[src/rtl/xblk_pkg.sv]
package xblk_pkg;
  typedef enum logic [1:0] {
    CLS_SEQ  = 2'd0,
    CLS_COND = 2'd1,
    CLS_IND  = 2'd2,
    CLS_JMP  = 2'd3
  } ins_cls_e;
endpackage

[src/rtl/xblk_former.sv]
// Gathers retired instructions into runs, newest micro-op in slot 0.
module xblk_former
  import xblk_pkg::*;
#(
  parameter int IP_W  = 16,
  parameter int UOP_W = 16,
  parameter int K     = 4,
  parameter int LEN_W = 3
) (
  input  logic                      clk,
  input  logic                      rst_n,
  input  logic                      in_accept,
  input  logic [IP_W-1:0]           in_ip,
  input  logic [1:0]                in_cls,
  input  logic [UOP_W-1:0]          in_uop,
  output logic                      blk_valid,
  output logic [IP_W-1:0]           blk_tag,
  output logic [LEN_W-1:0]          blk_len,
  output logic [K-1:0][UOP_W-1:0]   blk_uops
);

  logic [LEN_W-1:0]        cnt_q, cnt_d, cnt_inc;
  logic [K-1:0][UOP_W-1:0] sh_q, sh_d;
  logic                    closes;
  logic                    bv_q;
  logic [IP_W-1:0]         bt_q;
  logic [LEN_W-1:0]        bl_q;
  logic [K-1:0][UOP_W-1:0] bu_q;
  ins_cls_e                cls;

  // next-state
  always_comb begin
    cls     = ins_cls_e'(in_cls);
    cnt_inc = cnt_q + 1'b1;
    closes  = in_accept &&
              (cls == CLS_COND || cls == CLS_IND || cnt_inc == LEN_W'(K));
    sh_d[0] = in_uop;
    for (int j = 1; j < K; j++) sh_d[j] = sh_q[j-1];
    if (!in_accept)  cnt_d = cnt_q;
    else if (closes) cnt_d = '0;
    else             cnt_d = cnt_inc;
  end

  // control registers
  always_ff @(posedge clk or negedge rst_n) begin
    if (!rst_n) begin
      cnt_q <= '0;
      bv_q  <= 1'b0;
    end else begin
      cnt_q <= cnt_d;
      bv_q  <= closes;
    end
  end

  // datapath registers, enabled
  always_ff @(posedge clk) begin
    if (in_accept) sh_q <= sh_d;
    if (closes) begin
      bt_q <= in_ip;
      bl_q <= cnt_inc;
      bu_q <= sh_d;
    end
  end

  assign blk_valid = bv_q;
  assign blk_tag   = bt_q;
  assign blk_len   = bl_q;
  assign blk_uops  = bu_q;

  a_r2_len_range: assert property (@(posedge clk) disable iff (!rst_n)
    blk_valid |-> (blk_len != '0 && blk_len <= LEN_W'(K)));

  a_r3_jmp_keeps_open: assert property (@(posedge clk) disable iff (!rst_n)
    (in_accept && cls == CLS_JMP && (cnt_q + 1'b1) != LEN_W'(K)) |=> !blk_valid);

endmodule

[src/rtl/xblk_array.sv]
// Direct-mapped store of runs tagged by exit pointer; prefix growth; registered lookup.
module xblk_array #(
  parameter int IP_W  = 16,
  parameter int UOP_W = 16,
  parameter int K     = 4,
  parameter int LEN_W = 3,
  parameter int SETS  = 8
) (
  input  logic                      clk,
  input  logic                      rst_n,
  input  logic                      wr_valid,
  input  logic [IP_W-1:0]           wr_tag,
  input  logic [LEN_W-1:0]          wr_len,
  input  logic [K-1:0][UOP_W-1:0]   wr_uops,
  input  logic                      rd_valid,
  input  logic [IP_W-1:0]           rd_ip,
  output logic                      rd_match,
  output logic                      hit_q,
  output logic [LEN_W-1:0]          len_q,
  output logic [K-1:0][UOP_W-1:0]   uops_q
);

  localparam int IDX_W = (SETS > 1) ? $clog2(SETS) : 1;

  logic [SETS-1:0]          vld_q;
  logic [IP_W-1:0]          tag_a [SETS];
  logic [LEN_W-1:0]         len_a [SETS];
  logic [K-1:0][UOP_W-1:0]  dat_a [SETS];

  logic [IDX_W-1:0]         widx, ridx;
  logic                     same, fresh, grow, do_wr;
  logic [LEN_W-1:0]         old_len, rd_len;
  logic [K-1:0]             slot_we;
  logic                     hit_d;
  logic [LEN_W-1:0]         len_d;
  logic [K-1:0][UOP_W-1:0]  uops_d;

  // write decision
  always_comb begin
    widx    = wr_tag[IDX_W-1:0];
    old_len = len_a[widx];
    same    = vld_q[widx] && (tag_a[widx] == wr_tag);
    fresh   = !same;
    grow    = same && (wr_len > old_len);
    do_wr   = wr_valid && (fresh || grow);
  end

  // lookup side
  always_comb begin
    ridx     = rd_ip[IDX_W-1:0];
    rd_len   = len_a[ridx];
    rd_match = vld_q[ridx] && (tag_a[ridx] == rd_ip);
    hit_d    = rd_valid && rd_match;
    len_d    = hit_d ? rd_len : '0;
  end

  for (genvar j = 0; j < K; j++) begin : g_slot
    assign slot_we[j] = do_wr && (LEN_W'(j) < wr_len) &&
                        (fresh || LEN_W'(j) >= old_len);
    assign uops_d[j]  = (hit_d && LEN_W'(j) < rd_len) ? dat_a[ridx][j] : '0;
  end

  always_ff @(posedge clk or negedge rst_n) begin
    if (!rst_n) begin
      vld_q  <= '0;
      hit_q  <= 1'b0;
      len_q  <= '0;
      uops_q <= '0;
    end else begin
      if (do_wr) vld_q[widx] <= 1'b1;
      hit_q  <= hit_d;
      len_q  <= len_d;
      uops_q <= uops_d;
    end
  end

  always_ff @(posedge clk) begin
    if (do_wr) begin
      tag_a[widx] <= wr_tag;
      len_a[widx] <= wr_len;
    end
    for (int j = 0; j < K; j++) begin
      if (slot_we[j]) dat_a[widx][j] <= wr_uops[j];
    end
  end

  a_r8_hit_has_len: assert property (@(posedge clk) disable iff (!rst_n)
    hit_q |-> (len_q != '0));

  a_r8_idle_zero: assert property (@(posedge clk) disable iff (!rst_n)
    !rd_valid |=> (!hit_q && len_q == '0));

  a_r7_no_write_when_short: assert property (@(posedge clk) disable iff (!rst_n)
    (wr_valid && same && wr_len <= old_len) |-> (slot_we == '0));

endmodule

[src/rtl/xblk_mode.sv]
// Fill/supply mode flag.
module xblk_mode (
  input  logic clk,
  input  logic rst_n,
  input  logic lkp_valid,
  input  logic lkp_match,
  input  logic redirect,
  output logic supply_q
);

  logic supply_d;

  always_comb begin
    if (redirect)       supply_d = 1'b0;
    else if (lkp_valid) supply_d = lkp_match;
    else                supply_d = supply_q;
  end

  always_ff @(posedge clk or negedge rst_n) begin
    if (!rst_n) supply_q <= 1'b0;
    else        supply_q <= supply_d;
  end

  a_r9_redirect_fill: assert property (@(posedge clk) disable iff (!rst_n)
    redirect |=> !supply_q);

  a_r9_miss_fill: assert property (@(posedge clk) disable iff (!rst_n)
    (lkp_valid && !lkp_match) |=> !supply_q);

endmodule

[src/rtl/xblk_cache.sv]
module xblk_cache #(
  parameter int IP_W  = 16,
  parameter int UOP_W = 16,
  parameter int K     = 4,
  parameter int SETS  = 8,
  localparam int LEN_W = $clog2(K + 1)
) (
  input  logic                  clk,
  input  logic                  rst_n,
  input  logic                  fill_valid,
  input  logic [IP_W-1:0]       fill_ip,
  input  logic [1:0]            fill_cls,
  input  logic [UOP_W-1:0]      fill_uop,
  input  logic                  lkp_valid,
  input  logic [IP_W-1:0]       lkp_ip,
  input  logic                  redirect,
  output logic                  hit,
  output logic [LEN_W-1:0]      hit_len,
  output logic [K*UOP_W-1:0]    hit_uops,
  output logic                  supply_mode
);

  logic                     accept;
  logic                     blk_valid;
  logic [IP_W-1:0]          blk_tag;
  logic [LEN_W-1:0]         blk_len;
  logic [K-1:0][UOP_W-1:0]  blk_uops;
  logic                     rd_match;
  logic [K-1:0][UOP_W-1:0]  uops_q;

  assign accept = fill_valid && !supply_mode;

  xblk_former #(.IP_W(IP_W), .UOP_W(UOP_W), .K(K), .LEN_W(LEN_W)) u_former (
    .clk       (clk),
    .rst_n     (rst_n),
    .in_accept (accept),
    .in_ip     (fill_ip),
    .in_cls    (fill_cls),
    .in_uop    (fill_uop),
    .blk_valid (blk_valid),
    .blk_tag   (blk_tag),
    .blk_len   (blk_len),
    .blk_uops  (blk_uops)
  );

  xblk_array #(.IP_W(IP_W), .UOP_W(UOP_W), .K(K), .LEN_W(LEN_W), .SETS(SETS)) u_array (
    .clk      (clk),
    .rst_n    (rst_n),
    .wr_valid (blk_valid),
    .wr_tag   (blk_tag),
    .wr_len   (blk_len),
    .wr_uops  (blk_uops),
    .rd_valid (lkp_valid),
    .rd_ip    (lkp_ip),
    .rd_match (rd_match),
    .hit_q    (hit),
    .len_q    (hit_len),
    .uops_q   (uops_q)
  );

  xblk_mode u_mode (
    .clk       (clk),
    .rst_n     (rst_n),
    .lkp_valid (lkp_valid),
    .lkp_match (rd_match),
    .redirect  (redirect),
    .supply_q  (supply_mode)
  );

  assign hit_uops = uops_q;

  a_r10_fill_ignored: assert property (@(posedge clk) disable iff (!rst_n)
    supply_mode |=> !blk_valid);

  a_r9_hit_enters_supply: assert property (@(posedge clk) disable iff (!rst_n)
    hit |-> (supply_mode || $past(redirect)));

endmodule

[config.mk]
export PLATFORM = sky130hd
export DESIGN_NAME = xblk_cache
export DESIGN_NICKNAME = d
export VERILOG_FILES = /design/src/rtl/xblk_pkg.sv /design/src/rtl/xblk_former.sv /design/src/rtl/xblk_array.sv /design/src/rtl/xblk_mode.sv /design/src/rtl/xblk_cache.sv
export SDC_FILE = /design/constraint.sdc
export NUM_CORES = 1
export LEC_CHECK = 0
export ABC_AREA = 1
export BUFFER_PORTS_ARGS = -buffer_cell sky130_fd_sc_hd__buf_2
export CORE_MARGIN = 1
export CORE_UTILIZATION = 62
export DETAILED_ROUTE_END_ITERATION = 6
export HOLD_SLACK_MARGIN = 0.15
export PLACE_DENSITY = 0.8
export SYNTH_ARGS = -nofsm -noshare
export SYNTH_HDL_FRONTEND = slang
export SYNTH_SLANG_ARGS = --single-unit
[constraint.sdc]
create_clock -name clk -period 6.3 [get_ports clk]
set_input_delay 0.63 -clock clk [delete_from_list [all_inputs] [get_ports clk]]
set_output_delay 0.63 -clock clk [all_outputs]
set_load 0.02 [all_outputs]
# --- After elaboration in Yosys (flattened, before gate mapping) ---
# Memory sizes are Yosys's and may differ from the RTL's. A register that Yosys moved wholly into a read port is not among the register bits.
# Index checks and enable logic that the tools add are counted.
classes:
  n_bitwise: 1
  eq_ne: 5
  order_cmp: 16
  addsub: 1
  muxes: 26
  n_reduce_logical: 30
ops:
  columns: ["op", "n"]
  rows:
  - ["16-bit 2-to-1 mux", 4]
  - ["16-bit equality test", 2]
  - ["1-bit logical AND", 20]
  - ["1-bit 2-to-1 mux", 15]
  - ["1-bit by 3-bit less-than comparator with 1-bit output (first input constant)", 4]
  - ["2-bit by 3-bit less-than comparator with 1-bit output (first input constant)", 4]
  - ["3-bit 2-to-1 mux", 4]
  - ["3-bit by 4-bit less-than comparator with 1-bit output (second input constant)", 2]
  - ["8-bit bitwise OR", 1]
  - ["1-bit logical OR", 7]
  - ["1-bit binary-select mux with 3-bit select", 2]
  - ["1-bit by 3-bit >= comparator with 1-bit output (first input constant)", 2]
  - ["2-bit by 3-bit >= comparator with 1-bit output (first input constant)", 2]
  - ["3-bit by 1-bit adder with 3-bit output (second input constant)", 1]
  - ["1-bit demux with 3-bit select", 1]
  - ["3-bit equality test (second input constant)", 1]
  - ["3-bit by 1-bit >= comparator with 1-bit output (second input constant)", 1]
  - ["3-bit greater-than comparator", 1]
  - ["2-bit by 1-bit equality test with 1-bit output (second input constant)", 1]
  - ["2-bit equality test (second input constant)", 1]
  - ["1-bit logical NOT", 2]
  - ["2-bit nonzero test", 1]
totals:
  input_bits: 55
  ff_bits: 212
  wordCells: 101
  mem_bits_rw: 664
  out_inout_bits: 69
  memories: 3
memory_table:
  columns: ["name", "words", "word_bits", "read_ports", "rd_ports_with_merged_regs", "wr", "line_no", "rtl"]
  rows:
  - ["u_array.dat_a", 8, 64, 1, 0, 1, "xblk_array.sv:28", "logic [K-1:0][UOP_W-1:0] dat_a [SETS];"]
  - ["u_array.tag_a", 8, 16, 2, 1, 1, "xblk_array.sv:26", "logic [IP_W-1:0] tag_a [SETS];"]
  - ["u_array.len_a", 8, 3, 2, 1, 1, "xblk_array.sv:27", "logic [LEN_W-1:0] len_a [SETS];"]

# --- Logic depth before layout (Yosys ltp) ---
# Gate-level depths: netlist of the first run.
depth:
  ltp_word: 10
  ltp_mapped: 17
  ltp_nobuf: 15

# --- By module ---
# From an unflattened synthesis of the first run, not the netlist that was laid out.
unflattened:
  hier_cells: 2733
  area_unflattened_um2: 34575.7
modules_own_cells:
  columns: ["module", "seq_area_each_um2", "instances", "area_each_um2", "cells_per_inst"]
  rows:
  - ["xblk_array", 21840.9, 1, 30341.6, 2563]
  - ["xblk_former", 4033.9, 1, 4179.0, 162]
  - ["xblk_mode", 25.0, 1, 45.0, 6]
  - ["xblk_cache", 0.0, 1, 10.0, 2]

# --- Worst setup path before layout of the first run ---
# No wires, ideal clock.
synth_path:
  path_kind: "reg-to-reg"
  start: "register u_former.cnt_q[0]"
  end: "register u_former.bl_q[0], in the netlist u_former.blk_len[0] (enable)"
  synth_period_minus_slack_ns: 5.147
  setup_slack_ns: 1.153
  t_required_ns: 5.766
  setup_time_ns: 0.534
  path_stages_with_launch: 7
  path_buffers: 0
  t_arrival_ns: 4.613
  path_cell_list: "dfrtp_1 ha_1 xor2_1 nand2_1 nand2_1 inv_1 nor2_1"
synth_between:
  elab_chain_len: 4
synth_lines:
  columns: ["item", "line_no", "rtl"]
  rows:
  - ["from (decl)", "xblk_former.sv:22", "logic [LEN_W-1:0] cnt_q, cnt_d, cnt_inc;"]
  - ["from (signal assigned)", "xblk_former.sv:50", "cnt_q <= cnt_d;"]
  - ["3-bit by 1-bit adder with 3-bit output", "xblk_former.sv:34", "cnt_inc = cnt_q + 1'b1;"]
  - ["net u_former.cnt_inc[2]", "xblk_former.sv:22", null]
  - ["3-bit equality test", "xblk_former.sv:36", "(cls == CLS_COND || cls == CLS_IND || cnt_inc == LEN_W'(K));"]
  - ["1-bit logical OR", "xblk_former.sv:36", null]
  - ["1-bit logical AND", "xblk_former.sv:35", "closes = in_accept &&"]
  - ["net u_former.closes", "xblk_former.sv:24", "logic closes;"]
  - ["to (signal assigned)", "xblk_former.sv:60", "bl_q <= cnt_inc;"]
  - ["to (decl)", "xblk_former.sv:27", "logic [LEN_W-1:0] bl_q;"]
# The timed path passes the listed nets, and every way through them passes these cells.
# A chain may end at the register's enable or synchronous reset.

==> summary.md, run 1 <==
| Metric | Value |
|---|---|
| Status | `finished clean` |
| Layout fillers | `3,578` |
| Initial antenna violation count | `1` |
| R2R Setup Slk | `1.88 ns` |
| Reg2reg end | `u_array.tag_a[1][14]` |
| Synth warn | `0` |
| Post-CTS sizing | `0` |
| Yosys top cell by area | `edfxtp_1` |
| Gr usage total | `29.2%` |
| Syn Std Cell Area | `34,900 sq um` |
| CORE AREA | `55,300 sq um` |
| Critical Path Source Type | `register` |
| EDFF count, synth | `795` |
| Post-synthesis register bit count | `879` |
| Largest net degree at the start of global routing | `192` |
| Top post-synthesis cells by area | `edfxtp_1, dfrtp_1, o21ai_0, nor2_1, nand2_1` |
| DRC | `0` |
| Crit path DAT | `4.65 ns` |
| Post-synth top cells | `edfxtp_1, nor2_1, nand2_1, o21ai_0, inv_1` |
| First-pass GRT wire length | `125 mm` |
| Final period util | `70.1%` |
| Largest family of logic cells by synthesized area | `simple AND/OR/NAND/NOR gates` |
| Synth Area in XOR/XNOR | `0.0502%` |
| Unique masters post-synth | `42` |
| Hold Path Origin | `fill_ip[12]` |
| FMAX | `0.226 GHz` |
| Ys async rst share | `9.22%` |
| Peak VDD IR | `0.250 mV` |
| I/O pin count | `124` |
| Root Buffer | `clkbuf_16` |
| Cells after Synth | `2,769` |
| Clock Tree Buf Depth | `3` |
| DIE AREA | `57,200 sq um` |
| Power per cell area | `317 nW/um^2` |
| Slew @ Worst Pin | `1.30 ns` |
| Sequential fraction of the synthesis area | `74.5%` |
| Nets | `2,923` |
| Worst skew pair latency | `0.63 ns` |
| CTS HTree Levels | `3` |
| DR iter-0 viols | `2,663` |
| CTS Sinks | `879` |
| Cell with the most instances after synthesis | `edfxtp_1` |
| Total gr overflow | `0` |
| Setup TNS | `0 ns` |
| Syn Nets | `2,829` |
| WL/cell | `22.3 um` |
| HP Class | `primary input to register` |
| Max-cap violations | `0` |
| Cells on worst reg2reg path | `15` |
| Adder-cell share of the synthesized area | `0.179%` |
| Antenna Nets Post-Route | `0` |
| Vias/cell | `6.16` |
| Worst Path Required | `6.53 ns` |
| Simple-gate share of the synthesized area | `11.6%` |
| Unrepaired setup endpoints after global routing | `no` |
| Vias in the first global route | `22,400` |
| Crit path kind | `register to register` |
| Leakage | `14.4 nW` |
| Max Fanout on Critical Path | `55` |
| Drt total wl | `82.1 mm` |
| Die span in x | `239 um` |
| Hold EP | `u_former.blk_tag[12]` |
| Hold Path Cell Cnt | `1` |
| Synth Area in Compound Gates | `9.60%` |
| Starting density of the core | `63.0%` |
| Placement Rows | `86` |
| Reg clk slew, reported paths | `0.06 ns` |
| First-pass iteration count of the detailed router | `6` |
| Ys flop type | `edfxtp_1` |
| Gpl congestion | `0.891` |
| Area growth from synthesis to final layout | `11.2%` |
| Hold Buf Count CTS | `2` |
| Share of Yosys cell area claimed by the top area cell type | `68.5%` |
| CTS Buf Count | `84` |
| Vias | `22,700` |
| Ant diodes | `0` |
| Max-slew violation count | `0` |
| Mean Syn Cell Area | `12.6 sq um` |
| Final setup fails | `0` |
| Pre-CTS setup slack | `2.00 ns` |
| Setup bufs post-CTS | `0` |
| CP Capture Type | `register` |
| CTS tree | `built` |
| Final WS setup | `1.88 ns` |
| Final clock skew | `0.0301 ns` |
| Multiplexer share of the synthesized area | `0.0287%` |
| PortBufs | `123` |
| Die H | `239 um` |
| Post-DP HPWL | `47.0 mm` |
| Min Tclk post-route | `4.42 ns` |
| Final Hold Violating Endpoints | `0` |
| Relative slew slack | `13.3%` |
| Share of cells above drive strength 1 | `11.2%` |
==> worst max-delay path, cell delays in order (launching register included) <==
cell and delay, ns:
dfxtp_2 0.31, buf_4 0.49, inv_1 0.61, a21oi_1 0.26, o21ai_0 0.11, nand2_1 0.10, nand2_1 0.05, nand2_1 0.12
inv_1 0.08, ha_1 0.33, nand3b_1 0.10, a32oi_1 0.16, inv_1 0.09, nand4_4 0.18, nand3_2 0.20, inv_1 0.74
==> flip-flops by register name, summed over array words and instances (netlist names), named ones only <==
signal	count
u_array.dat_a	512
u_array.hit_q	1
u_array.len_a	24
u_array.len_q	3
u_array.tag_a	128
u_array.uops_q	64
u_array.vld_q	8
u_former.blk_len	3
u_former.blk_tag	16
u_former.blk_uops	64
u_former.blk_valid	1
u_former.cnt_q	3
u_former.sh_d	48
u_mode.supply_q	1
==> layout by cell type, fill, tap and decap left out, types with 2 or more instances in the layout <==
| cell | n |
|---|---|
| buf_4 | 49 |
| clkbuf_16 | 86 |
| o211ai_1 | 28 |
| clkbuf_1 | 28 |
| nor2_4 | 3 |
| clkinvlp_4 | 2 |
| dlygate4sd3_1 | 2 |
| a21oi_1 | 45 |
| o22ai_1 | 64 |
| clkbuf_8 | 4 |
| edfxtp_1 | 795 |
| nand3b_1 | 13 |
| nor2_1 | 380 |
| inv_2 | 3 |
| nor2_2 | 15 |
| ha_1 | 5 |
| nand3_1 | 154 |
| nand4_4 | 2 |
| inv_1 | 168 |
| dfxtp_2 | 2 |
| nand4_1 | 7 |
| o21ai_0 | 307 |
| buf_2 | 119 |
| and3_1 | 2 |
| nand2_1 | 367 |
| nor3_1 | 8 |
| nand3_2 | 9 |
| bufinv_16 | 6 |
| o21ai_1 | 68 |
| dfrtp_1 | 81 |
| o221ai_1 | 64 |
| clkinv_2 | 15 |
| clkinv_1 | 12 |
| inv_6 | 4 |
==> cell type report <==
cell class                 count  area [sq um]  area share [%]
tap                          748           936            2.41
inverter                     174           666            1.72
multi-input combinational   1553          7510            19.4
clock inverter                39           377           0.972
sequential                   879         26000            67.0
timing repair buffer         171           998            2.58
clock buffer                 118          2310            5.97
==> worst max path at each step <==
stage                            startpoint                   end  slack, ns  depth (start not counted)
after CTS                          register  u_array.tag_a[2][14]       1.98                         15
final                              register  u_array.tag_a[1][14]       1.88                         15
after global routing               register  u_array.tag_a[1][14]       1.58                         15
after detailed placement          lkp_ip[0]    u_array.uops_q[45]       2.00                         12
after global placement             register  u_array.tag_a[5][11]       2.02                         15
after floorplan           u_former.cnt_q[0]   u_former.blk_len[0]       1.15                          6
==> stage by stage <==
step | instance area (sq um) | hold slack, ns | power (W) | util (%) | cells
after floorplan | 34900 | 0.334 | 0.00721 | - | 2769
after global placement | 36000 | 0.401 | 0.00744 | 65.2 | 3523
after detailed placement | 36000 | 0.405 | 0.00747 | 65.2 | 3523
after CTS | 38800 | 0.155 | 0.0123 | 70.1 | 3682
after global routing | 38800 | 0.170 | 0.0126 | 70.1 | 3682
final | 38800 | 0.188 | 0.0123 | 70.1 | 3682
==> kinds of logic after synthesis <==
kind of cell / count (synthesis)
simple gates: 963
flops: 879
compound gates: 582
buf+inv: 337
fa+ha+maj: 5
xor+xnor: 2
mux: 1
==> metal layers <==
| layer | global-route usage (%) | vias up | share of wire [%] |
|---|---|---|---|
| met3 | 4.54 | 215 | 9.2 |
| met2 | 48.2 | 1313 | 49 |
| met1 | 38.7 | 11000 | 38 |
| met4 | 13.1 | 0 | 3.6 |
| met5 | 0 | - | 0 |
| li1 | - | 10100 | - |
==> power by group <==
| part | internal (W) | switching, W |
|---|---|---|
| logic | 0.000205 | 0.000542 |
| clock network | 0.00282 | 0.00210 |
| registers | 0.00651 | 0.000113 |
| total | 0.00954 | 0.00275 |
No activity file was read; power rests on OpenSTA's default activity.
==> run 2, diff against run 1 <==
CORE_UTILIZATION = 56   (was 62)
PLACE_DENSITY = 0.76   (was 0.8)
clock period = 3.5 ns   (was 6.3 ns; I/O delays follow)
==> run 2 against run 1 <==
The run now ends with design-rule violations left. First-iteration DRC count grew 8.8%. Largest power group unchanged. Core utilization shrank 4.9 points. Highest routed layer unchanged. Clock power grew 85%. Hold slack gained 0.010 ns. Worst setup slack lost 1.5 ns. Clock skew shrank 0.0020 ns.
==> summary.md, run 2 (synthesized netlist as in run 1, its figures left out) <==
| Metric | Value |
|---|---|
| Seq pwr share | `53.0% (-0.9 points)` |
| CTS tree | `built` |
| HP Class | `primary input to register` |
| Max-cap violations | `0 (unchanged)` |
| Power per cell area | `560 nW/um^2 (+77%)` |
| DIE AREA | `63,300 sq um (+11%)` |
| CTS Buf Count | `84 (unchanged)` |
| Vias in the first global route | `22,300 (-0.34%)` |
| DRC | `3 (+3)` |
| Total gr overflow | `0 (unchanged)` |
| Max-slew violation count | `0 (unchanged)` |
| Die span in x | `252 um (+5.2%)` |
| Most flops, register | `u_array.dat_a` |
| Post-DP HPWL | `51.0 mm (+8.7%)` |
| Gpl congestion | `0.945 (+6.0%)` |
| Worst skew pair latency | `0.65 ns (+0.02 ns)` |
| Die H | `252 um (+5.2%)` |
| First-pass GRT wire length | `131 mm (+4.4%)` |
| Peak VDD IR | `0.433 mV (+73%)` |
| Violated checks | `design-rule violations` |
| DR iter-0 viols | `2,897 (+8.8%)` |
| Min Tclk post-route | `3.12 ns (-1.30 ns)` |
| Placed Instances | `3,660 (+3.9%)` |
| Critical Path Source Type | `register` |
| Clock Tree Buf Depth | `3 (unchanged)` |
| Worst Path Required | `3.89 ns (-2.64 ns)` |
| R2R Setup Slk | `0.38 ns (-1.50 ns)` |
| Antenna Nets Post-Route | `0 (unchanged)` |
| Hold Path Cell Cnt | `6 (+5)` |
| Max FFs per register | `512 (unchanged)` |
| CTS Sinks | `879 (unchanged)` |
| Largest net degree at the start of global routing | `175 (-8.9%)` |
| Top flop regs | `u_array.dat_a x512, u_array.tag_a x128` |
| CTS HTree Levels | `3 (unchanged)` |
| Final Hold Violating Endpoints | `0 (unchanged)` |
| Hold Slack | `0.198 ns (+0.0101 ns)` |
| Gr usage total | `27.3% (-1.9 points)` |
| Slew @ Worst Pin | `1.21 ns (-0.0855 ns)` |
| Nets | `3,006 (+2.8%)` |
| Final period util | `89.2% (+19 points)` |
| Clock power share | `40.4% (+0.4 points)` |
| Hold EP | `u_former.cnt_q[2]` |
| Final clock skew | `0.0281 ns (-0.00200 ns)` |
| Reg2reg end | `u_array.dat_a[7][17]` |
| Setup TNS | `0 ns (unchanged)` |
| Cell Int Power | `0.0174 W (+82%)` |
| WL/cell | `22.3 um (about the same)` |
| Cells on worst reg2reg path | `17 (+2)` |
| Layout fillers | `4,251 (+19%)` |
| Unrepaired setup endpoints after global routing | `no` |
| Sw power | `0.00512 W (+86%)` |
| Placement Rows | `91 (+5.8%)` |
| Most frequent cells in the layout | `edfxtp_1, nor2_1, nand2_1` |
| Root Buffer | `clkbuf_16` |
| Fin cells | `3,853 (+4.6%)` |
| CORE AREA | `61,600 sq um (+11%)` |
| Relative slew slack | `19.0% (+5.7 points)` |
| Final setup fails | `0 (unchanged)` |
| Status | `complete, but fails checks` |
| CP Capture Type | `register` |
| First-pass iteration count of the detailed router | `7 (+1)` |
| FMAX | `0.320 GHz (+41%)` |
| Initial antenna violation count | `0 (-1)` |
| Starting density of the core | `56.6% (-6.4 points)` |
| Share of cells above drive strength 1 | `12.6% (+1.4 points)` |
| Crit path DAT | `3.52 ns (-1.13 ns)` |
| Reg clk slew, reported paths | `0.06 ns (about the same)` |
| Vias | `23,100 (+1.8%)` |
| Commonest non-fill, non-tap cell in the layout | `edfxtp_1` |
| Drt total wl | `85.8 mm (+4.6%)` |
| Design Power | `0.0225 W (+83%)` |
| Crit path kind | `register to register` |
| Leakage | `15.0 nW (+3.8%)` |
| PortBufs | `123 (unchanged)` |
| Area growth from synthesis to final layout | `15.2%` |
| Vias/cell | `5.99 (-2.7%)` |
| Setup bufs post-CTS | `0 (unchanged)` |
| Hold Path Origin | `fill_cls[1]` |
| Combinational Power Share | `6.6% (+0.5 points)` |
| Sw Ratio | `22.7% (+0.33 points)` |
| I/O pin count | `124 (unchanged)` |
| Max Fanout on Critical Path | `18 (-67%)` |
==> run 2: cell types whose count changed in the layout (fill, tap and decap cells not counted), moves of 5 or more <==
cell	before	now
buf_4	49	56
dlygate4sd3_1	2	36
clkbuf_1	28	21
clkbuf_8	4	9
clkinv_2	15	10
buf_12	0	41
==> run 2: per-stage QoR <==
step                      area [sq um]  setup WS [ns]  util (%)
after floorplan                  34900          0.215         -
after global placement           37000          0.341      60.1
after detailed placement         37000          0.164      60.1
after CTS                        40200          0.158      65.2
after global routing             40200          0.150      65.2
final                            40200          0.377      65.2
==> run 2: layer usage <==
metal	wire length [um]	global-route usage, %
met1	33900	38.3
met2	41600	43.7
met3	7950	4.43
met4	2330	9.84
met5	0	0
==> run 2: worst max path at each step <==
stage | from | end | slack (ns) | cells past startpoint
finish | register | u_array.dat_a[7][17] | 0.38 | 17
global placement | register | u_array.dat_a[2][40] | 0.34 | 15
detailed placement | register | u_array.dat_a[2][42] | 0.16 | 14
global route | register | u_array.dat_a[7][17] | 0.15 | 17
floorplan | register | u_array.dat_a[0][0] | 0.22 | 16
CTS | register | u_array.dat_a[2][44] | 0.16 | 15
==> run 2: cell type report <==
| class | count | area (sq um) | share of cell area (%) |
|---|---|---|---|
| Sequential cell | 879 | 26000 | 64.6 |
| Multi-Input combinational cell | 1553 | 7510 | 18.7 |
| Clock buffer | 115 | 2330 | 5.80 |
| Timing Repair Buffer | 254 | 2220 | 5.53 |
| Tap cell | 837 | 1050 | 2.61 |
| Inverter | 174 | 663 | 1.65 |
| Clock inverter | 40 | 438 | 1.09 |
| Antenna cell | 1 | 2.50 | 0.00623 |
==> run 2: repair_timing <==
item                                    in CTS  in global routing
hold buffers                                36                  0
gates resized for setup                      0                  1
endpoints found under the setup margin       0                 16
hold endpoints to repair                   112                  0
==> run 2: worst max-delay path: stages (launching register included) <==
cell and delay, ns:
dfxtp_2 0.32, inv_2 0.19, buf_4 0.31, buf_4 0.23, nand2_1 0.07, nand3_1 0.07
nand3_1 0.09, nand2_1 0.09, buf_4 0.11, nor2_1 0.03, nor2_1 0.10, nand2_1 0.07
nor2_2 0.23, buf_4 0.16, nand4_1 0.11, nand2_1 0.34, nor2_1 0.16, buf_12 0.19
==> run 2: power groups by stage <==
stage	clock, W	sequential, W	combinational (W)
after floorplan	0	0.0120	0.000933
after global placement	0	0.0121	0.00139
after detailed placement	0	0.0121	0.00143
after CTS	0.00915	0.0119	0.00147
after global routing	0.00955	0.0119	0.00163
final	0.00910	0.0119	0.00149
